**src/rtl/timer_pkg.sv**
```systemverilog
package timer_pkg;

    localparam int DATA_W   = 32;
    localparam int ADDR_W   = 12;
    localparam int RELOAD_W = 28;
    localparam int NUM_SRC  = 4;
    localparam int SEL_W    = $clog2(NUM_SRC);

    localparam int EN_BIT   = DATA_W - 1;
    localparam int MODE_BIT = DATA_W - 2;
    localparam int IRQ_BIT  = 30;
    localparam int PAD_W    = DATA_W - 2 - RELOAD_W;

    localparam logic [ADDR_W-1:0] OFF_CTRL = ADDR_W'(12'h000);
    localparam logic [ADDR_W-1:0] OFF_STAT = ADDR_W'(12'h004);
    localparam logic [ADDR_W-1:0] OFF_SEL  = ADDR_W'(12'h008);

    typedef logic [RELOAD_W-1:0] count_t;
    typedef logic [SEL_W-1:0]    src_sel_t;

    typedef struct packed {
        logic   run;
        logic   repeat_mode;
        count_t reload;
    } ctrl_word_t;

    function automatic ctrl_word_t decode_ctrl(input logic [DATA_W-1:0] d);
        ctrl_word_t c;
        c.run         = d[EN_BIT];
        c.repeat_mode = d[MODE_BIT];
        c.reload      = d[RELOAD_W-1:0];
        return c;
    endfunction

    function automatic logic [DATA_W-1:0] encode_ctrl(input ctrl_word_t c);
        return {c.run, c.repeat_mode, {PAD_W{1'b0}}, c.reload};
    endfunction

endpackage

```
**src/rtl/timer_tick_mux.sv**
```systemverilog
module timer_tick_mux
    import timer_pkg::*;
(
    input  logic [NUM_SRC-1:0] tick_in,
    input  src_sel_t           sel,
    output logic               tick_out
);

    logic [NUM_SRC-1:0] hit;

    for (genvar i = 0; i < NUM_SRC; i++) begin : g_src
        assign hit[i] = tick_in[i] && (sel == SEL_W'(i));
    end

    assign tick_out = |hit;

endmodule

```
**src/rtl/timer_counter.sv**
```systemverilog
module timer_counter
    import timer_pkg::*;
(
    input  logic       clk,
    input  logic       rst,
    input  logic       ctrl_wr,
    input  ctrl_word_t ctrl_new,
    input  logic       tick,
    output ctrl_word_t ctrl_cur,
    output logic       expire_now,
    output logic       expire_pulse
);

    ctrl_word_t ctrl_q;
    count_t     count_q;
    logic       pulse_q;
    logic       at_zero;

    assign at_zero      = (count_q == '0);
    assign expire_now   = ctrl_q.run && tick && at_zero && !ctrl_wr;
    assign ctrl_cur     = ctrl_q;
    assign expire_pulse = pulse_q;

    always_ff @(posedge clk) begin
        if (rst) begin
            ctrl_q  <= '0;
            count_q <= '0;
            pulse_q <= 1'b0;
        end else begin
            pulse_q <= expire_now;
            if (ctrl_wr) begin
                ctrl_q <= ctrl_new;
                if (ctrl_new.run) begin
                    count_q <= ctrl_new.reload;
                end
            end else if (ctrl_q.run && tick) begin
                if (at_zero) begin
                    if (ctrl_q.repeat_mode) begin
                        count_q <= ctrl_q.reload;
                    end else begin
                        ctrl_q.run <= 1'b0;
                    end
                end else begin
                    count_q <= count_q - 1'b1;
                end
            end
        end
    end

    AST_LOAD_VALUE: assert property (@(posedge clk) disable iff (rst)
        (ctrl_wr && ctrl_new.run) |=> (count_q == $past(ctrl_new.reload)));

    AST_NO_TICK_HOLD: assert property (@(posedge clk) disable iff (rst)
        (!tick && !ctrl_wr) |=> $stable(count_q));

    AST_PULSE_AFTER_TICK: assert property (@(posedge clk) disable iff (rst)
        $rose(pulse_q) |-> $past(tick));

    AST_REPEAT_KEEPS_RUN: assert property (@(posedge clk) disable iff (rst)
        (expire_now && ctrl_q.repeat_mode) |=> ctrl_q.run);

    AST_ONESHOT_STOPS: assert property (@(posedge clk) disable iff (rst)
        (expire_now && !ctrl_q.repeat_mode) |=> !ctrl_q.run);

    AST_IDLE_NO_EXPIRY: assert property (@(posedge clk) disable iff (rst)
        (!ctrl_q.run && !ctrl_wr) |=> !pulse_q);

endmodule

```
**src/rtl/timer_regif.sv**
```systemverilog
module timer_regif
    import timer_pkg::*;
(
    input  logic              clk,
    input  logic              rst,
    input  logic              bus_wr,
    input  logic [ADDR_W-1:0] bus_addr,
    input  logic [DATA_W-1:0] bus_wdata,
    output logic [DATA_W-1:0] bus_rdata,
    input  ctrl_word_t        ctrl_cur,
    input  logic              expire_now,
    output logic              ctrl_wr,
    output ctrl_word_t        ctrl_new,
    output src_sel_t          src_sel,
    output logic              irq
);

    logic     stat_wr;
    logic     sel_wr;
    logic     clr_req;
    logic     pend_q;
    src_sel_t sel_q;
    logic     unused_wbits;

    assign ctrl_wr  = bus_wr && (bus_addr == OFF_CTRL);
    assign stat_wr  = bus_wr && (bus_addr == OFF_STAT);
    assign sel_wr   = bus_wr && (bus_addr == OFF_SEL);
    assign clr_req  = stat_wr && bus_wdata[IRQ_BIT];
    assign ctrl_new = decode_ctrl(bus_wdata);
    assign src_sel  = sel_q;
    assign irq      = pend_q;
    assign unused_wbits = ^bus_wdata;

    always_ff @(posedge clk) begin
        if (rst) begin
            pend_q <= 1'b0;
            sel_q  <= '0;
        end else begin
            if (expire_now) begin
                pend_q <= 1'b1;
            end else if (clr_req) begin
                pend_q <= 1'b0;
            end
            if (sel_wr) begin
                sel_q <= bus_wdata[SEL_W-1:0];
            end
        end
    end

    always_comb begin
        bus_rdata = '0;
        case (bus_addr)
            OFF_CTRL: bus_rdata = encode_ctrl(ctrl_cur);
            OFF_STAT: bus_rdata[IRQ_BIT] = pend_q;
            OFF_SEL:  bus_rdata[SEL_W-1:0] = sel_q;
            default:  bus_rdata = '0;
        endcase
    end

    AST_PEND_STICKY: assert property (@(posedge clk) disable iff (rst)
        (pend_q && !clr_req) |=> pend_q);

    AST_SET_WINS: assert property (@(posedge clk) disable iff (rst)
        expire_now |=> pend_q);

    AST_PEND_RISE_CAUSE: assert property (@(posedge clk) disable iff (rst)
        $rose(pend_q) |-> $past(expire_now));

    AST_SEL_HOLD: assert property (@(posedge clk) disable iff (rst)
        !sel_wr |=> $stable(sel_q));

endmodule

```
**src/rtl/usec_countdown_timer.sv**
```systemverilog
module usec_countdown_timer
    import timer_pkg::*;
(
    input  logic               clk,
    input  logic               rst,
    input  logic [NUM_SRC-1:0] tick_in,
    input  logic               bus_wr,
    input  logic [ADDR_W-1:0]  bus_addr,
    input  logic [DATA_W-1:0]  bus_wdata,
    output logic [DATA_W-1:0]  bus_rdata,
    output logic               irq,
    output logic               expire_pulse
);

    ctrl_word_t ctrl_cur;
    ctrl_word_t ctrl_new;
    logic       ctrl_wr;
    logic       expire_now;
    logic       tick_sel;
    src_sel_t   src_sel;

    timer_regif u_regif (
        .clk        (clk),
        .rst        (rst),
        .bus_wr     (bus_wr),
        .bus_addr   (bus_addr),
        .bus_wdata  (bus_wdata),
        .bus_rdata  (bus_rdata),
        .ctrl_cur   (ctrl_cur),
        .expire_now (expire_now),
        .ctrl_wr    (ctrl_wr),
        .ctrl_new   (ctrl_new),
        .src_sel    (src_sel),
        .irq        (irq)
    );

    timer_tick_mux u_mux (
        .tick_in  (tick_in),
        .sel      (src_sel),
        .tick_out (tick_sel)
    );

    timer_counter u_cnt (
        .clk          (clk),
        .rst          (rst),
        .ctrl_wr      (ctrl_wr),
        .ctrl_new     (ctrl_new),
        .tick         (tick_sel),
        .ctrl_cur     (ctrl_cur),
        .expire_now   (expire_now),
        .expire_pulse (expire_pulse)
    );

    AST_PULSE_SETS_IRQ: assert property (@(posedge clk) disable iff (rst)
        expire_pulse |-> irq);

endmodule

```
**config.mk**
```make
export PLATFORM = sky130hd
export DESIGN_NAME = usec_countdown_timer
export DESIGN_NICKNAME = d
export VERILOG_FILES = /design/src/rtl/timer_pkg.sv /design/src/rtl/timer_tick_mux.sv /design/src/rtl/timer_counter.sv /design/src/rtl/timer_regif.sv /design/src/rtl/usec_countdown_timer.sv
export SDC_FILE = /design/constraint.sdc
export NUM_CORES = 1
export LEC_CHECK = 0
export ABC_AREA = 0
export ABC_CLOCK_PERIOD_IN_PS = 3250
export BUFFER_PORTS_ARGS = -buffer_cell sky130_fd_sc_hd__clkbuf_2
export CORE_UTILIZATION = 54
export CTS_BUF_LIST = sky130_fd_sc_hd__clkbuf_16
export DETAILED_ROUTE_END_ITERATION = 10
export GPL_ROUTABILITY_DRIVEN = 0
export HOLD_SLACK_MARGIN = 0.1
export PLACE_DENSITY_LB_ADDON = 0.3
export SKIP_CTS_REPAIR_TIMING = 1
export SYNTH_ARGS = -nofsm -noshare
export SYNTH_HDL_FRONTEND = slang
export SYNTH_SLANG_ARGS = --single-unit
```
**constraint.sdc**
```tcl
create_clock -name clk -period 3.25 [get_ports clk]
set_input_delay 0.4875 -clock clk [delete_from_list [all_inputs] [get_ports clk]]
set_output_delay 0.4875 -clock clk [all_outputs]
set_load 0.05 [all_outputs]
```
# After elaboration in Yosys (flattened, before gate mapping)
# Cells that the tools add are included.
[word_totals] reg_bits=62 in_bits=51 out_inout_bits=34 word_cells=52
[classes] addsub=1 eq_ne=8 n_mux=15 reduce_logical=21
[ops] operator="$mux 28" count=5
[ops] operator="$logic_not 28->1" count=1
[ops] operator="$sub 28x1->28 const B" count=1
[ops] operator="$mux 26" count=1
[ops] operator="$eq 12x3->1 const B" count=1
[ops] operator="$eq 12x4->1 const B" count=1
[ops] operator="$logic_not 12->1" count=1
[ops] operator="$logic_and 1x1->1" count=11
[ops] operator="$mux 1" count=7
[ops] operator="$reduce_and 3->1" count=2
[ops] operator="$reduce_bool 2->1" count=3
[ops] operator="$eq 2x2->1 const B" count=2
[ops] operator="$pmux 2 s2" count=1
[ops] operator="$reduce_or 4->1" count=1
[ops] operator="$ne 3x1->1 const B" count=1
[ops] operator="$eq 2x1->1 const B" count=1
[ops] operator="$logic_not 2->1" count=1
[ops] operator="$ne 2x1->1 const B" count=1
[ops] operator="$ne 2x2->1 const B" count=1
[ops] operator="$pmux 1 s2" count=1
[ops] operator="$logic_not 1->1" count=1

# Longest topological paths before layout
# Gate-level depths: netlist of run 1.
[logic_depth] word_depth=7 ltp_mapped=10 ltp_nobuf=8

# Cells and area by module
# Synthesis of run 1 repeated with hierarchy kept, for this count alone.
[unflattened] hier_cells=487 hier_area_um2=3915.0
[modules_own_cells] module="timer_counter" instances=1 cells_per_inst=394 area_per_inst_um2=3170.5 seq_area_each_um2=1181.1
[modules_own_cells] module="timer_regif" instances=1 cells_per_inst=92 area_per_inst_um2=721.9 seq_area_each_um2=60.1
[modules_own_cells] module="timer_tick_mux" instances=1 cells_per_inst=1 area_per_inst_um2=22.5 seq_area_each_um2=0.0

# Worst setup path after synthesis of run 1
# OpenSTA, ideal clock, no wires.
[synth_path] path_type="input -> output" start="in bus_addr[7]" end="out bus_rdata[17]" arrival_time_ns=2.329 required_time_ns=2.762 slack_ns=0.434 stages=6 n_path_buf=2 cell_sequence="nor4_1 > nand4b_1 > nor2_1 > clkbuf_1 > clkbuf_1 > and2_1"
[synth_between] elab_chain_len=2
[synth_lines] element="start: declaration" line_no="usec_countdown_timer.sv:8" rtl="input logic [ADDR_W-1:0] bus_addr,"
[synth_lines] element="$logic_not 12->1" line_no="timer_regif.sv:52" rtl="case (bus_addr)"
[synth_lines] element="$mux 26" line_no="timer_regif.sv:52"
[synth_lines] element="end: declaration" line_no="usec_countdown_timer.sv:10" rtl="output logic [DATA_W-1:0] bus_rdata,"
# No other way between the ends.

# Worst setup path after layout of run 1
[layout_path] start="reg u_cnt.count_q[21]" end="reg u_cnt.count_q[2]"
[layout_between] elab_chain_len=4 word_cells_on_any_way=6 cone_classes="1 x eq/ne; 3 x mux; 2 x reduce/logical"
[layout_lines] element="start: declaration" line_no="timer_counter.sv:15" rtl="count_t count_q;"
[layout_lines] element="start signal: assignment" line_no="timer_counter.sv:34" rtl="count_q <= ctrl_new.reload;"
[layout_lines] element="start signal: assignment" line_no="timer_counter.sv:39" rtl="count_q <= ctrl_q.reload;"
[layout_lines] element="start signal: assignment" line_no="timer_counter.sv:44" rtl="count_q <= count_q - 1'b1;"
[layout_lines] element="$logic_not 28->1 *" line_no="timer_counter.sv:19" rtl="assign at_zero = (count_q == '0);"
[layout_lines] element="$mux 28" line_no="timer_counter.sv:37" rtl="if (at_zero) begin"
[layout_lines] element="$mux 28" line_no="timer_counter.sv:36" rtl="end else if (ctrl_q.run && tick) begin"
[layout_lines] element="$mux 28" line_no="timer_counter.sv:31" rtl="if (ctrl_wr) begin"
# Mark *: on every way between the ends. The rest lies on a longest branch, timed or not. The select of a mux whose other input is x is not followed.
# A chain may end at the register's enable or synchronous reset.

==> out/results.txt, run 1 <==
I/O Buffers - 80
Max-Cap Viols - 0
compound-gate portion of the synthesized area - 24.8%
DRC violations left - 0
total number of vias - 4110
asr flop ratio synth - 0%
CP Launch Point - u_cnt.count_q[21]$_SDFFE_PP0P_
PwrDens - 351 mW/mm^2
Commonest cells post-synth - nand2_1 (90), dfxtp_1 (62), a21oi_1 (52), o21ai_0 (30), and2_1 (29)
max_slew headroom - 45.0%
die height - 83.7 um
antenna violations before repair - 0
critical path type - flip-flop to flip-flop
layout cells sized above 1 - 20.6%
Simple-Gate Fraction of Synth Area - 32.0%
syn_area_per_cell - 7.35 um^2
CTS tree - done
total clock sinks - 62
sequential share of the synthesized area - 34.4%
multi-input logic area - 0.00221 mm^2
Worst Max-Slew Pin Slew - 0.818 ns
drt first pass iters - 5
WL/cell - 17.1 um
fin crit share - 86.7%
peak supply drop - 352 uV
worst min path class - input port to flip-flop
Filler Cell Count - 484
RSZ-0062 raised after global routing - no
combinational power share - 3.9%
net switching power - 360 uW
Worst R2R Path Depth - 6
synth unique cells - 54
Via density - 6.36
Cells after Synth - 491
total CTS buffers - 9
mux cell area share after synthesis - 1.77%
Total Wirelength - 11000 um
Final Critical Period - 2.82 ns
Primary FF master, synth - dfxtp_1
diode count - 0
vias in the first global route - 3870
Startpoint Class - flip-flop
Yosys top cell area share - 34.4%
static leakage - 1.85 nW
Overall Global Routing Usage - 31.5%
worst hold endpoint - u_cnt.ctrl_cur[16]$_SDFFE_PP0P_
WHS Path Cells - 3
part of the power in the clock network - 49.7%
largest net degree at the start of global routing - 44
Hold Slack - 0.390 ns
CP Capture Type - flip-flop
largest family of logic cells by synthesized area - simple AND/OR/NAND/NOR gates
clk buf depth - 2
crit path DAT - 3.04 ns
xor and xnor area share after synthesis - 1.70%
area grow syn2layout - 29.5%
synthesized flop and latch total - 62
CTS root buf - clkbuf_16
reg-to-reg endpoint - u_cnt.count_q[2]$_SDFFE_PP0P_
status - complete, no violations
switching share of total power - 21.9%
top cells by area, synth - dfxtp_1 (34%), nand2_1 (9.4%), a21oi_1 (7.2%)
die width - 83.7 um
# rows - 29
clock slew at reported path FFs - 0.05 ns
yosys warns - 0
Final Slew Violations - 0
synthesized area - 0.00361 mm^2
fmax - 0.355 GHz
starting density of the core - 56.5%
clk_lat worst skew - 0.33 ns
H-tree Lvls - 3
HPWL Detailed - 7490 um
Reg area - 0.00124 mm^2
first-pass GRT wire length - 17800 um
R2R Path Start - u_cnt.count_q[21]$_SDFFE_PP0P_
Int Pwr - 1.28 mW
die footprint - 0.00701 mm^2
GRT overflow - 0
io pins - 85
Finish-stage setup viols - 0
setup TNS - 0 ns
worst min-delay path startpoint - bus_wdata[16]
number of synthesized flops with an enable pin - 0
core area - 0.00639 mm^2
top cell type by total area after synthesis - dfxtp_1
Worst EP required - 3.47 ns
antenna-violating nets left - 0
Fin Clk Skew - 0.00504 ns
Fin. Hold Viols - 0
Detailed Route Iter0 Violations - 382
count leader, synth - nand2_1
Flop pwr share - 46.4%
R2R Setup Slk - 0.43 ns
Final Net Count - 618
top fanout value on the critical path - 11
Post-Synth Adder-Cell Area - 0.693%
[worst max path at each step]
stage	end	slack, ns	cells after the start
global route	u_cnt.count_q[24]$_SDFFE_PP0P_	0.39	7
global placement	u_cnt.count_q[24]$_SDFFE_PP0P_	0.65	7
detailed placement	u_cnt.count_q[2]$_SDFFE_PP0P_	0.56	6
finish	u_cnt.count_q[2]$_SDFFE_PP0P_	0.43	6
floorplan	bus_rdata[17]	0.43	6
CTS	u_cnt.count_q[24]$_SDFFE_PP0P_	0.56	7
[cell families (layout without fill, tap and decap cells)]
logic type | count (synthesis) | after routing
AO/OA/AOI/OAI | 145 | 145
XOR/XNOR | 7 | 7
adder cells (fa/ha/maj) | 2 | 2
buffers and inverters | 38 | 115
flip-flops | 62 | 62
multiplexers | 5 | 5
other | 1 | 2
AND/OR/NAND/NOR | 231 | 231
[stage by stage]
| step | total power, mW | setup slack, ns | utilization (%) | cells | cell area, um^2 |
|---|---|---|---|---|---|
| 6_report | 1.64 | 0.433 | 73.2 | 646 | 4670 |
| 5_1_grt | 1.68 | 0.389 | 73.2 | 646 | 4670 |
| 4_1_cts | 1.64 | 0.561 | 73.2 | 646 | 4670 |
| 3_5_place_dp | 0.840 | 0.564 | 69.3 | 631 | 4430 |
| 3_3_place_gp | 0.839 | 0.652 | 69.3 | 631 | 4430 |
| 2_1_floorplan | 0.803 | 0.434 | - | 492 | 3610 |
[placed cells by master (no fill, tap or decap), types with 5 or more instances in the layout]
master,Yosys,layout
a21oi_1,52,52
o211ai_1,16,16
inv_1,4,7
clkbuf_16,0,9
nand4_1,6,6
nand2_1,90,90
nor4_1,9,9
dfxtp_1,62,62
clkbuf_2,0,57
a31oi_1,14,14
nand3_1,15,15
nand2b_1,6,6
a21o_1,5,5
buf_4,2,16
o21ai_0,30,30
nor2_1,28,28
nor3_1,19,19
and2_1,29,29
buf_12,0,23
nor3b_1,5,5
[state kept, by name (all words and copies together) (netlist names)]
name / flops
u_cnt.count_q: 28
u_cnt.ctrl_cur: 30
u_cnt.expire_pulse: 1
u_regif.irq: 1
u_regif.src_sel: 2
[area by class of cell]
cell class	count	area share, %
well taps	77	2.06
multi-input cells	392	47.2
repair buffers	96	18.5
clock inverters	6	0.509
clock buffers	9	4.82
inverters	4	0.321
flip-flops and latches	62	26.6
[power by group through the flow]
stage               sequential (mW)  clock, mW  combinational [mW]
global placement              0.777          0              0.0622
floorplan                     0.777          0              0.0261
detailed placement            0.777          0              0.0632
CTS                           0.762      0.813              0.0636
global route                  0.761      0.849              0.0688
finish                        0.761      0.817              0.0644
[critical path: stages (launching register included)]
cell,delay (ns)
dfxtp_1,0.34
nor4_1,0.59
nand4_1,0.40
nor3_1,0.33
o21a_1,0.46
nor2_1,0.30
a32o_1,0.29
[metal layers]
| layer | up-vias | track usage, % | share of wire (%) | wire length (um) |
|---|---|---|---|---|
| li1 | 1927 | - | - | - |
| met1 | 1874 | 38.4 | 40 | 4470 |
| met3 | 47 | 4.55 | 9.0 | 989 |
| met2 | 262 | 51.8 | 47 | 5140 |
| met4 | 0 | 20.2 | 4.0 | 436 |
| met5 | - | 0 | 0 | 0 |
Power figures use the tool's default switching activity.
==> inputs of run 2 (changes only) <==
--- a/config.mk
+++ b/config.mk
@@ -8,12 +8,12 @@
 export ABC_AREA = 0
 export ABC_CLOCK_PERIOD_IN_PS = 3250
 export BUFFER_PORTS_ARGS = -buffer_cell sky130_fd_sc_hd__clkbuf_2
-export CORE_UTILIZATION = 54
+export CORE_UTILIZATION = 25
 export CTS_BUF_LIST = sky130_fd_sc_hd__clkbuf_16
 export DETAILED_ROUTE_END_ITERATION = 10
 export GPL_ROUTABILITY_DRIVEN = 0
 export HOLD_SLACK_MARGIN = 0.1
-export PLACE_DENSITY_LB_ADDON = 0.3
+export PLACE_DENSITY = 0.42
 export SKIP_CTS_REPAIR_TIMING = 1
 export SYNTH_ARGS = -nofsm -noshare
 export SYNTH_HDL_FRONTEND = slang
==> constraint.sdc (replaced) <==
create_clock -name clk -period 3.25 [get_ports clk]
set_input_delay 0.325 -clock clk [delete_from_list [all_inputs] [get_ports clk]]
set_output_delay 0.325 -clock clk [all_outputs]
set_load 0.05 [all_outputs]
==> run 2 against run 1 <==
  * Worst setup slack improved by 0.23 ns
  * Count of clock-buffer cells in the layout did not move
  * First-iteration DRC count shrank 38%
  * Maximum frequency rose by 9.1%
  * Critical endpoint is now u_cnt.count_q[24]$_SDFFE_PP0P_
==> out/results.txt, run 2 (synthesis results as in run 1) <==
status - complete, no violations
commonest non-fill, non-tap cell in the layout - nand2_1
GRT overflow - 0 (unchanged)
Startpoint Class - flip-flop
Final Slew Violations - 0 (unchanged)
CTS tree - done
largest net degree at the start of global routing - 42 (-4.5%)
diode count - 0 (unchanged)
total number of vias - 3909 (-4.9%)
antenna violations before repair - 0 (unchanged)
HPWL Detailed - 9410 um (+26%)
Power Total - 1.73 mW (+5.4%)
layout cells sized above 1 - 20.7% (+0.18 points)
# rows - 43 (+48%)
clk_lat worst skew - 0.33 ns (about the same)
die height - 122 um (+46%)
max reg flops - 30 (unchanged)
CP Capture Type - flip-flop
RSZ-0062 raised after global routing - no
WL/cell - 17.5 um (+2.4%)
drt first pass iters - 4 (-1)
die width - 122 um (+46%)
multi-input logic area - 0.00221 mm^2 (unchanged)
Via density - 5.22 (-18%)
worst min-delay path startpoint - bus_wdata[15]
Final Net Count - 619 (+0.16%)
Detailed Route Iter0 Violations - 238 (-38%)
crit path DAT - 2.82 ns (-0.22 ns)
Worst Max-Slew Pin Slew - 0.929 ns (+0.111 ns)
clock slew at reported path FFs - 0.05 ns (about the same)
Reg area - 0.00124 mm^2 (unchanged)
WHS Path Cells - 3 (unchanged)
Total Wirelength - 13100 um (+19%)
Overall Global Routing Usage - 18.2% (-13 points)
vias in the first global route - 3886 (+0.41%)
clk buf depth - 2 (unchanged)
Max-Cap Viols - 0 (unchanged)
most frequent cells in the layout - nand2_1 (90), clkbuf_2 (80), dfxtp_1 (62)
Filler Cell Count - 1568 (+220%)
final non-filler cell total - 749 (+16%)
total CTS buffers - 9 (unchanged)
DRC violations left - 0 (unchanged)
area grow syn2layout - 24.3%
starting density of the core - 25.8% (-31 points)
core area - 0.0140 mm^2 (+120%)
worst min path class - input port to flip-flop
peak supply drop - 304 uV (-13%)
PwrDens - 386 mW/mm^2 (+9.9%)
R2R Path Start - u_cnt.count_q[2]$_SDFFE_PP0P_
Worst R2R Path Depth - 7 (+1)
Slowest Stage Delay on Critical Path - 0.70 ns (+0.11 ns)
antenna-violating nets left - 0 (unchanged)
Worst EP required - 3.49 ns (+0.02 ns)
H-tree Lvls - 3 (unchanged)
Fin. Hold Viols - 0 (unchanged)
Final Critical Period - 2.58 ns (-0.234 ns)
max_slew headroom - 37.5% (-7.5 points)
setup TNS - 0 ns (unchanged)
CTS root buf - clkbuf_16
slowest cell on the critical path - or4_1
first-pass GRT wire length - 20600 um (+16%)
fmax - 0.387 GHz (+9.1%)
Inst Count DP - 735 (+16%)
top fanout value on the critical path - 9 (-2)
io pins - 85 (unchanged)
total clock sinks - 62 (unchanged)
worst hold endpoint - u_cnt.ctrl_cur[15]$_SDFFE_PP0P_
critical path type - flip-flop to flip-flop
reg-to-reg endpoint - u_cnt.count_q[24]$_SDFFE_PP0P_
die footprint - 0.0149 mm^2 (+110%)
fin crit share - 79.5% (-7.2 points)
I/O Buffers - 80 (unchanged)
Finish-stage setup viols - 0 (unchanged)
Cell Chain, Critical Path - or4_1 > nor3_1 > and3_1 > buf_4 > nand2_1 > a311o_1 > a21oi_1
static leakage - 1.78 nW (-3.8%)
Hold Slack - 0.242 ns (-0.148 ns)
R2R Setup Slk - 0.67 ns (+0.23 ns)
Fin Clk Skew - 0.00642 ns (+0.00138 ns)
[run 2: cell count changes in the layout (fill, tap and decap cells not counted), sizes merged]
| cell | delta |
|---|---|
| bufinv | +1 |
| clkbuf | +23 |
| clkinv | -1 |
| inv | -1 |
| buf | -22 |
[run 2: how the worst max path moves through the flow]
| stage | startpoint | to | slack (ns) |
|---|---|---|---|
| 2_1_floorplan | bus_addr[7] | bus_rdata[17] | 0.76 |
| 3_3_place_gp | u_cnt.count_q[2]$_SDFFE_PP0P_ | u_cnt.count_q[24]$_SDFFE_PP0P_ | 0.72 |
| 3_5_place_dp | u_cnt.count_q[0]$_SDFFE_PP0P_ | u_cnt.count_q[15]$_SDFFE_PP0P_ | 0.70 |
| 4_1_cts | u_cnt.count_q[0]$_SDFFE_PP0P_ | u_cnt.count_q[15]$_SDFFE_PP0P_ | 0.67 |
| 5_1_grt | u_cnt.count_q[0]$_SDFFE_PP0P_ | u_cnt.count_q[15]$_SDFFE_PP0P_ | 0.38 |
| 6_report | u_cnt.count_q[2]$_SDFFE_PP0P_ | u_cnt.count_q[24]$_SDFFE_PP0P_ | 0.67 |
[run 2: where the power goes]
group | internal [mW] | leakage [nW] | switching, mW
combinational | 0.0267 | 1.15 | 0.0404
sequential | 0.761 | 0.499 | 0.0000517
clock | 0.573 | 0.139 | 0.331
total | 1.36 | 1.78 | 0.371
[run 2: worst max-delay path: cells and delay by family, from the launching register on]
kind	cells	cell delay, ns
buffers and inverters	1	0.25
flip-flops	1	0.34
AO/OA/AOI/OAI	2	0.46
AND/OR/NAND/NOR	4	1.45
[run 2: through the flow]
step                util, %  instance area [um^2]  worst slack, ns
global placement       30.1                  4220            0.717
global route           32.1                  4490            0.381
finish                 32.1                  4490            0.667
floorplan                 -                  3610            0.759
detailed placement     30.1                  4220            0.698
CTS                    32.1                  4490            0.667
[run 2: cell type report]
class	instances	area share, %
clock inverters	5	1.00
flip-flops and latches	62	27.7
inverters	4	0.335
multi-input cells	392	49.2
clock buffers	9	5.02
well taps	180	5.02
repair buffers	97	11.8
[run 2: layer usage]
layer  up-vias  track usage (%)  part of all wire [%]
li1       1920                -                     -
met1      1858             23.4                    46
met2       110             30.2                    47
met3        21             3.46                   5.0
met4         0             6.17                   2.0
met5         -                0                     0
==> inputs of run 3 (changes only) <==
--- a/config.mk
+++ b/config.mk
@@ -6,14 +6,14 @@
 export NUM_CORES = 1
 export LEC_CHECK = 0
 export ABC_AREA = 0
-export ABC_CLOCK_PERIOD_IN_PS = 3250
+export ABC_CLOCK_PERIOD_IN_PS = 2240
 export BUFFER_PORTS_ARGS = -buffer_cell sky130_fd_sc_hd__clkbuf_2
 export CORE_UTILIZATION = 25
 export CTS_BUF_LIST = sky130_fd_sc_hd__clkbuf_16
 export DETAILED_ROUTE_END_ITERATION = 10
 export GPL_ROUTABILITY_DRIVEN = 0
 export HOLD_SLACK_MARGIN = 0.1
-export PLACE_DENSITY = 0.42
+export PLACE_DENSITY = 0.44
 export SKIP_CTS_REPAIR_TIMING = 1
 export SYNTH_ARGS = -nofsm -noshare
 export SYNTH_HDL_FRONTEND = slang
==> constraint.sdc (replaced) <==
create_clock -name clk -period 2.24 [get_ports clk]
set_input_delay 0.224 -clock clk [delete_from_list [all_inputs] [get_ports clk]]
set_output_delay 0.224 -clock clk [all_outputs]
set_load 0.05 [all_outputs]
==> run 3 against run 2 <==
  * The run now ends with negative setup slack left
  * Worst setup slack worse by 0.76 ns
  * Sequential cell count unchanged
  * Largest cell class unchanged
  * Non-clock buffer count grew 54
  * Via count is 4.8% higher
  * Combinational power rose by 51%
  * Largest power group unchanged
==> out/results.txt, run 3 (synthesis results as in run 1) <==
Via density - 5.09 (-2.5%)
max reg flops - 30 (unchanged)
static leakage - 2.23 nW (+25%)
total number of vias - 4095 (+4.8%)
GRT overflow - 0 (unchanged)
H-tree Lvls - 3 (unchanged)
CP Capture Type - flip-flop
Finish-stage setup viols - 2 (+2)
max_slew headroom - 49.7% (+12 points)
HPWL Detailed - 9800 um (+4.2%)
Detailed Route Iter0 Violations - 184 (-23%)
fmax - 0.428 GHz (+11%)
commonest non-fill, non-tap cell in the layout - nand2_1
final non-filler cell total - 805 (+7.5%)
io pins - 85 (unchanged)
worst min path class - input port to flip-flop
die width - 122 um (unchanged)
dpl cell area - 0.00509 mm^2 (+21%)
Overall Global Routing Usage - 18.7% (+0.52 points)
vias in the first global route - 4156 (+6.9%)
CTS tree - done
area grow syn2layout - 52.7%
core area - 0.0140 mm^2 (unchanged)
Final Critical Period - 2.33 ns (-0.249 ns)
Reg area - 0.00124 mm^2 (+0.20%)
clk buf depth - 2 (unchanged)
clock slew at reported path FFs - 0.05 ns (about the same)
Final Net Count - 673 (+8.7%)
Filler Cell Count - 1484 (-5.4%)
antenna-violating nets left - 0 (unchanged)
RSZ-0062 raised after global routing - yes
diode count - 0 (unchanged)
fin crit share - 104% (+25 points)
DRC violations left - 0 (unchanged)
Startpoint Class - flip-flop
layout cells sized above 1 - 32.3% (+12 points)
Worst EP required - 2.50 ns (-0.99 ns)
Final Slew Violations - 0 (unchanged)
clk_lat worst skew - 0.34 ns (about the same)
antenna violations before repair - 0 (unchanged)
setup TNS - -0.0982 ns (-0.0982 ns)
peak supply drop - 315 uV (+3.6%)
multi-input logic area - 0.00232 mm^2 (+5.1%)
die footprint - 0.0149 mm^2 (unchanged)
die height - 122 um (unchanged)
crit path DAT - 2.60 ns (-0.22 ns)
PwrDens - 463 mW/mm^2 (+20%)
Hold Slack - 0.128 ns (-0.114 ns)
first-pass GRT wire length - 21300 um (+3.3%)
top fanout value on the critical path - 2 (-7)
Worst Max-Slew Pin Slew - 0.754 ns (-0.175 ns)
Total Wirelength - 13300 um (+1.2%)
starting density of the core - 25.8% (unchanged)
Fin. Hold Viols - 0 (unchanged)
WL/cell - 16.5 um (-5.8%)
critical path type - flip-flop to flip-flop
failing checks - negative setup slack
Fin Clk Skew - 0.00574 ns (-0.000687 ns)
total clock sinks - 62 (unchanged)
CTS root buf - clkbuf_16
Final Cell Area - 0.00551 mm^2 (+23%)
drt first pass iters - 4 (unchanged)
most frequent cells in the layout - nand2_1 (90), buf_4 (63), dfxtp_1 (60)
Inst Count DP - 787 (+7.1%)
# rows - 43 (unchanged)
I/O Buffers - 80 (unchanged)
Max-Cap Viols - 0 (unchanged)
status - finished with violations
largest net degree at the start of global routing - 44 (+4.8%)
total CTS buffers - 9 (unchanged)
setup ws final - -0.0940 ns (-0.761 ns)
run 3: where the power goes:
part	internal [mW]	total, mW	switching (mW)
Sequential	1.10	1.10	0.0000671
Combinational	0.0427	0.101	0.0587
Clock	0.844	1.35	0.504
run 3: final timing paths:
path / from / cells past startpoint / end / slack (ns)
hold / removal: bus_wdata[24] / 3 / u_cnt.ctrl_cur[24]$_SDFFE_PP0P_ / 0.13
setup reg to reg: u_cnt.count_q[8]$_SDFFE_PP0P_ / 6 / u_cnt.count_q[18]$_SDFFE_PP0P_ / -0.09
hold reg to reg: u_cnt.ctrl_cur[7]$_SDFFE_PP0P_ / 2 / u_cnt.ctrl_cur[7]$_SDFFE_PP0P_ / 0.46
setup / recovery: u_cnt.count_q[8]$_SDFFE_PP0P_ / 6 / u_cnt.count_q[18]$_SDFFE_PP0P_ / -0.09
run 3: metal layers:
metal	up-vias	part of all wire [%]	global-route usage, %
li1	2037	-	-
met1	1933	44	23.2
met2	106	48	31.9
met3	19	5.3	3.89
met4	0	1.9	6.25
met5	-	0	0
run 3: critical path: stages, from the launching register on:
cell	delay [ns]
dfxtp_2	0.31
or3_4	0.38
or3_4	0.38
or4_4	0.55
or3_1	0.32
a31o_1	0.18
a21oi_1	0.14
run 3: final cells by class:
cell class / count / share of cell area (%)
multi-input cells: 392 / 42.1
clock inverters: 7 / 1.04
clock buffers: 9 / 4.09
inverters: 4 / 0.272
well taps: 180 / 4.09
flip-flops and latches: 62 / 22.6
repair buffers: 151 / 25.9
run 3: per-stage QoR:
stage                     worst slack [ns]  util (%)  power [mW]
final                              -0.0940      39.4        2.55
after global routing                -0.123      39.4        2.65
after CTS                          -0.0925      38.4        2.58
after detailed placement           -0.0755      36.4        1.23
after global placement             -0.0420      36.4        1.23
after floorplan                   -0.00995         -        1.16
